## config.mk

```make
export PLATFORM = sky130hd
export DESIGN_NAME = gpio_port
export DESIGN_NICKNAME = d
export VERILOG_FILES = /design/src/rtl/gpio_pkg.sv /design/src/rtl/gpio_sync.sv /design/src/rtl/gpio_edge.sv /design/src/rtl/gpio_irq.sv /design/src/rtl/gpio_port.sv
export SDC_FILE = /design/constraint.sdc
export NUM_CORES = 1
export LEC_CHECK = 0
export BUFFER_PORTS_ARGS = -buffer_cell sky130_fd_sc_hd__buf_2
export CORE_ASPECT_RATIO = 0.6
export CORE_MARGIN = 4
export CORE_UTILIZATION = 45
export CTS_CLUSTER_SIZE = 28
export DETAILED_ROUTE_END_ITERATION = 12
export GPL_ROUTABILITY_DRIVEN = 0
export HOLD_SLACK_MARGIN = 0.05
export PLACE_DENSITY = 0.63
export REMOVE_ABC_BUFFERS = 1
export SYNTH_ARGS = -nofsm -noshare
export SYNTH_HDL_FRONTEND = slang
export SYNTH_SLANG_ARGS = --single-unit
```

## constraint.sdc

```tcl
create_clock -name clk -period 3 [get_ports clk]
set_clock_uncertainty 0.05 [all_clocks]
set_input_delay 0.45 -clock clk [delete_from_list [all_inputs] [get_ports clk]]
set_output_delay 0.45 -clock clk [all_outputs]
set_load 0.02 [all_outputs]
```

## src/rtl/gpio_pkg.sv

```systemverilog
package gpio_pkg;
    localparam int BUS_W = 32;

    typedef enum logic [1:0] {
        IRQ_LEVEL_HIGH = 2'd0,
        IRQ_LEVEL_LOW  = 2'd1,
        IRQ_EDGE       = 2'd2
    } irq_mode_e;

    typedef enum logic [1:0] {
        EDGE_RISE = 2'd0,
        EDGE_FALL = 2'd1,
        EDGE_ANY  = 2'd2
    } edge_kind_e;

    localparam logic [1:0] REG_PINS = 2'd0;
    localparam logic [1:0] REG_DIR  = 2'd1;
    localparam logic [1:0] REG_MASK = 2'd2;
    localparam logic [1:0] REG_CAPT = 2'd3;
endpackage

```

## src/rtl/gpio_sync.sv

```systemverilog
module gpio_sync #(
    parameter int WIDTH  = 32,
    parameter int STAGES = 2
) (
    input  logic             clk,
    input  logic             rst_n,
    input  logic [WIDTH-1:0] din,
    output logic [WIDTH-1:0] dout
);
    logic [STAGES-1:0][WIDTH-1:0] stage_d, stage_q;

    always_comb begin
        stage_d[0] = din;
        for (int i = 1; i < STAGES; i++) begin
            stage_d[i] = stage_q[i-1];
        end
    end

    always_ff @(posedge clk or negedge rst_n) begin
        if (!rst_n) stage_q <= '0;
        else        stage_q <= stage_d;
    end

    assign dout = stage_q[STAGES-1];
endmodule

```

## src/rtl/gpio_edge.sv

```systemverilog
module gpio_edge
    import gpio_pkg::*;
#(
    parameter int         WIDTH     = 32,
    parameter edge_kind_e EDGE_KIND = EDGE_RISE
) (
    input  logic             clk,
    input  logic             rst_n,
    input  logic [WIDTH-1:0] lvl,
    input  logic             clr,
    output logic [WIDTH-1:0] cap
);
    typedef struct packed {
        logic [WIDTH-1:0] prev;
        logic [WIDTH-1:0] cap;
    } edge_st_t;

    edge_st_t         st_d, st_q;
    logic [WIDTH-1:0] hit;

    generate
        if (EDGE_KIND == EDGE_RISE) begin : g_rise
            assign hit = lvl & ~st_q.prev;
        end else if (EDGE_KIND == EDGE_FALL) begin : g_fall
            assign hit = ~lvl & st_q.prev;
        end else begin : g_any
            assign hit = lvl ^ st_q.prev;
        end
    endgenerate

    always_comb begin
        st_d      = st_q;
        st_d.prev = lvl;
        // an edge arriving with the clear is kept
        st_d.cap  = (clr ? '0 : st_q.cap) | hit;
    end

    always_ff @(posedge clk or negedge rst_n) begin
        if (!rst_n) st_q <= '0;
        else        st_q <= st_d;
    end

    assign cap = st_q.cap;


    cap_sticky_chk: assert property (@(posedge clk) disable iff (!rst_n)
        !clr |=> ((cap & $past(cap)) == $past(cap)));


    cap_catches_hit_chk: assert property (@(posedge clk) disable iff (!rst_n)
        (hit != '0) |=> ((cap & $past(hit)) == $past(hit)));


    cap_cleared_chk: assert property (@(posedge clk) disable iff (!rst_n)
        (clr && hit == '0) |=> (cap == '0));
endmodule

```

## src/rtl/gpio_irq.sv

```systemverilog
module gpio_irq
    import gpio_pkg::*;
#(
    parameter int        WIDTH    = 32,
    parameter irq_mode_e IRQ_MODE = IRQ_EDGE
) (
    input  logic [WIDTH-1:0] lvl,
    input  logic [WIDTH-1:0] cap,
    input  logic [WIDTH-1:0] mask,
    output logic             irq
);
    logic [WIDTH-1:0] src;

    generate
        if (IRQ_MODE == IRQ_EDGE) begin : g_edge
            assign src = cap;
        end else if (IRQ_MODE == IRQ_LEVEL_HIGH) begin : g_high
            assign src = lvl;
        end else begin : g_low
            assign src = ~lvl;
        end
    endgenerate

    always_comb begin
        irq = |(src & mask);
    end
endmodule

```

## src/rtl/gpio_port.sv

```systemverilog
module gpio_port
    import gpio_pkg::*;
#(
    parameter int         WIDTH     = 32,
    parameter irq_mode_e  IRQ_MODE  = IRQ_EDGE,
    parameter edge_kind_e EDGE_KIND = EDGE_RISE
) (
    input  logic             clk,
    input  logic             rst_n,
    input  logic             bus_cs,
    input  logic             bus_rd,
    input  logic             bus_wr,
    input  logic [1:0]       bus_addr,
    input  logic [31:0]      bus_wdata,
    output logic [31:0]      bus_rdata,
    input  logic [WIDTH-1:0] pin_in,
    output logic [WIDTH-1:0] pin_out,
    output logic [WIDTH-1:0] pin_oe,
    output logic             irq
);
    localparam int SYNC_STAGES = 2;

    typedef struct packed {
        logic [WIDTH-1:0] dout;
        logic [WIDTH-1:0] dir;
        logic [WIDTH-1:0] mask;
        logic [BUS_W-1:0] rdata;
    } regs_t;

    regs_t            regs_d, regs_q;
    logic [WIDTH-1:0] pin_sync;
    logic [WIDTH-1:0] cap;
    logic [WIDTH-1:0] wr_val;
    logic [BUS_W-1:0] rd_mux;
    logic             wr_hit, rd_hit, cap_clr;

    initial begin

        width_range_chk: assert (WIDTH >= 1 && WIDTH <= BUS_W);
    end

    gpio_sync #(.WIDTH(WIDTH), .STAGES(SYNC_STAGES)) sync_i (
        .clk(clk), .rst_n(rst_n), .din(pin_in), .dout(pin_sync)
    );

    gpio_edge #(.WIDTH(WIDTH), .EDGE_KIND(EDGE_KIND)) edge_i (
        .clk(clk), .rst_n(rst_n), .lvl(pin_sync), .clr(cap_clr), .cap(cap)
    );

    gpio_irq #(.WIDTH(WIDTH), .IRQ_MODE(IRQ_MODE)) irq_i (
        .lvl(pin_sync), .cap(cap), .mask(regs_q.mask), .irq(irq)
    );

    assign wr_hit  = bus_cs & bus_wr;
    assign rd_hit  = bus_cs & bus_rd;
    assign cap_clr = wr_hit && (bus_addr == REG_CAPT);
    assign wr_val  = bus_wdata[WIDTH-1:0];

    always_comb begin
        rd_mux = '0;
        case (bus_addr)
            REG_PINS: rd_mux[WIDTH-1:0] = pin_sync;
            REG_DIR:  rd_mux[WIDTH-1:0] = regs_q.dir;
            REG_MASK: rd_mux[WIDTH-1:0] = regs_q.mask;
            default:  rd_mux[WIDTH-1:0] = cap;
        endcase
    end

    always_comb begin
        regs_d = regs_q;
        if (wr_hit) begin
            case (bus_addr)
                REG_PINS: regs_d.dout = wr_val;
                REG_DIR:  regs_d.dir  = wr_val;
                REG_MASK: regs_d.mask = wr_val;
                default:  ;
            endcase
        end
        if (rd_hit) regs_d.rdata = rd_mux;
    end

    always_ff @(posedge clk or negedge rst_n) begin
        if (!rst_n) regs_q <= '0;
        else        regs_q <= regs_d;
    end

    assign bus_rdata = regs_q.rdata;
    assign pin_out   = regs_q.dout;
    assign pin_oe    = regs_q.dir;


    oe_follows_dir_chk: assert property (@(posedge clk) disable iff (!rst_n)
        (bus_cs && bus_wr && bus_addr == REG_DIR) |=> (pin_oe == $past(bus_wdata[WIDTH-1:0])));


    out_follows_write_chk: assert property (@(posedge clk) disable iff (!rst_n)
        (bus_cs && bus_wr && bus_addr == REG_PINS) |=> (pin_out == $past(bus_wdata[WIDTH-1:0])));


    no_select_stable_chk: assert property (@(posedge clk) disable iff (!rst_n)
        !bus_cs |=> ($stable(pin_out) && $stable(pin_oe) && $stable(bus_rdata)));


    rdata_hold_chk: assert property (@(posedge clk) disable iff (!rst_n)
        !(bus_cs && bus_rd) |=> $stable(bus_rdata));


    irq_masked_chk: assert property (@(posedge clk) disable iff (!rst_n)
        (regs_q.mask == '0) |-> !irq);
endmodule

```

==> run summary <==
status = finished clean
Crit path arrival time = 2180 ps
Mapped Area = 9359 um2
total track usage = 0.1839
post-synthesis mux area share = 0.2322
flip-flop and latch area = 6406 um2
post-route cell area = 11770 um2
Pleak = 0.005514 uW
Power, Total = 9266 uW
nature of the critical path endpoint = output port
TritonCTS clock tree = done
Final Max Tran Viols = 0
synth warn = 0
total vias in the final route = 5406
Async S/R FF share, synth = 1.000
largest net degree at the start of global routing = 95
Sinks on Clock Net = 256
Seq cells post-synth = 256
Routed Antenna Nets = 0
kind of critical path = reg -> out
Initial Util = 0.4629
Syn Area/Cell = 16.65 um2
met1 global-route usage = 0.2707
Worst-path clk slew = 60 ps
drt via density = 5.048
Max Cap Viol = 0
post-synthesis compound-gate area fraction = 0.02995
final period utilization = 0.8920
WL/cell = 19.54 um
first-pass GRT wire length = 33.90 mm
grt peak-use layer = met2
final wirelength = 20.93 mm
CP Max Fanout = 3
fillers = 1609
area grow syn2layout = 25.79%
Clock Latency Late Sink = 500 ps
Post-Synth XOR/XNOR Area = 0
Worst path top cell family by delay = simple AND/OR/NAND/NOR gates
Slew HR = 0.4755
die footprint = 23240 um2
met2 global-route usage = 0.2886
Final #Nets = 850
largest cells by area after synthesis = dfrtp_1, mux2_2, mux4_2
FP Rows = 40
worst min-delay path class = in -> reg
Synth Instances = 562
CP Launch Type = flop
Seq/Total Area, Yosys = 0.6845
top cell type's share of synthesized area = 0.6845
top-count cell post-synth = dfrtp_1
RSZ-0062 raised after global routing = false
Final Critical Period = 2676 ps
Max VDD drop = 434.0 uV
Post-synth EDFFs = 0
Pre-antenna DRT Iters = 4
Remaining Overflow, GRT = 0
CP max stage cell = or4_1
Post-Synth Adder-Cell Area = 0
post-route setup slack = 324.1 ps
main combinational cell family by area after synthesis = multiplexers
initial antenna violation count = 2
Synth top cells by count = dfrtp_1, mux2_2, nand2_1
final hold violation count = 0
Die Wd = 194.2 um
ys flop type = dfrtp_1
endpoints failing setup = 0
Initial DRC Count = 256
PortBufs = 167
Setup TNS Final = 0 ps
met3 Track Usage GR = 0.04517
Pwr per Cell Area = 787.1 nW/um2
Cell Chain, Critical Path = a22oi_1, nand4_1, or4_1, buf_2
simple-gate area share of the yosys netlist = 0.02233
Max Buffers Root-to-Sink = 3
Max Clock Freq = 373.7 MHz
count of cell types in the netlist = 19
Die Ht = 119.7 um
I/O pins = 168
Cell Area, Placed = 10550 um2
dominant cell type by area after synthesis = dfrtp_1
clk root buf = clkbuf_16
DRC viols = 0
Worst Tran Pin Value = 785.5 ps
CP bufs+invs = 1
hpwl dp = 14.04 mm
dpl ws = 524.9 ps
# H-tree levels = 1
ratio of cells with drive above 1 in the final layout = 0.4743
vias in the first global route = 5903
Core ar. = 20220 um2
slowest stage delay, CP = 530 ps
Req. time, crit path = 2500 ps
total CTS buffers = 24
footprint of the multi-input gates = 2671 um2
## area by class of cell
class | count | share of cell area
repair buffers | 214 | 0.1141
well taps | 273 | 0.02901
diodes | 1 | 0.0002126
clock inverters | 11 | 0.01371
clock buffers | 33 | 0.06164
multi-input cells | 251 | 0.2269
flip-flops and latches | 256 | 0.5442
inverters | 32 | 0.01020
## power breakdown
part	internal (uW)	switching, uW	leakage [uW]
Combinational	759	885	0.00212
Sequential	3960	327	0.00295
Clock	2040	1290	0.000440
Total	6760	2500	0.00551
## metrics by stage
step	cells	utilization	hold WS, ps
4_1_cts	1070	0.5821	125.4
6_report	1071	0.5822	143.0
5_1_grt	1071	0.5822	137.0
2_1_floorplan	539	-	104.4
3_5_place_dp	993	0.5219	284.7
3_3_place_gp	993	0.5219	285.0
## flip-flops by register name, indices dropped and copies added, names as in the netlist
register        cells
sync_i.dout        32
sync_i.stage_d     32
regs_q             32
pin_oe             32
bus_rdata          32
edge_i.cap         32
pin_out            32
edge_i.st_q        32
## logic make-up (layout without fill, tap and decap cells)
group	after synthesis	after routing
AO/OA/AOI/OAI	48	48
flip-flops	256	256
AND/OR/NAND/NOR	43	43
buffers and inverters	55	290
multiplexers	160	160
other	0	1
## layout by cell type (no fill, tap or decap)
cell type and count:
diode_2 1, o21ai_0 32, nand4b_4 1, nand4_1 5, buf_2 166, buf_12 5, nand4b_1 1, clkbuf_8 7
or4_1 1, a22oi_1 16, dfrtp_1 256, inv_1 32, clkbuf_16 25, nor3_4 1, mux2_2 122, bufinv_16 4
inv_6 1, mux4_1 3, clkbuf_1 1, nand2_1 33, clkinvlp_4 1, buf_8 1, mux2_1 6, buf_4 9
dlygate4sd3_1 33, mux4_2 29, nand2_2 1, clkinv_2 5
## per-layer routing
| metal | share of wire | wire length, um |
|---|---|---|
| met3 | 0.057 | 1203 |
| met4 | 0.012 | 259 |
| met5 | 0.00062 | 13 |
| met1 | 0.47 | 9745 |
| met2 | 0.46 | 9708 |
## path summary, 6_finish.rpt
kind | slack [ps] | end | from | cells after the start
max reg2reg | 1650 | bus_rdata[10] | edge_i.cap[10] | 2
min in group asynchronous | 540 | pin_out[20] | rst_n | 2
max in group asynchronous | 1580 | regs_q[41] | rst_n | 3
min | 140 | pin_out[30] | bus_wdata[30] | 2
max | 320 | irq | edge_i.cap[26] | 4
min reg2reg | 290 | sync_i.dout[13] | sync_i.stage_d[45] | 0
## what timing repair did
action                                 CTS  global route
hold buffers                            33             0
gates resized for setup                  0             0
endpoints found under the hold margin  121             0
setup buffers                            0             0
Note: power is estimated with default switching activity, not from simulation.
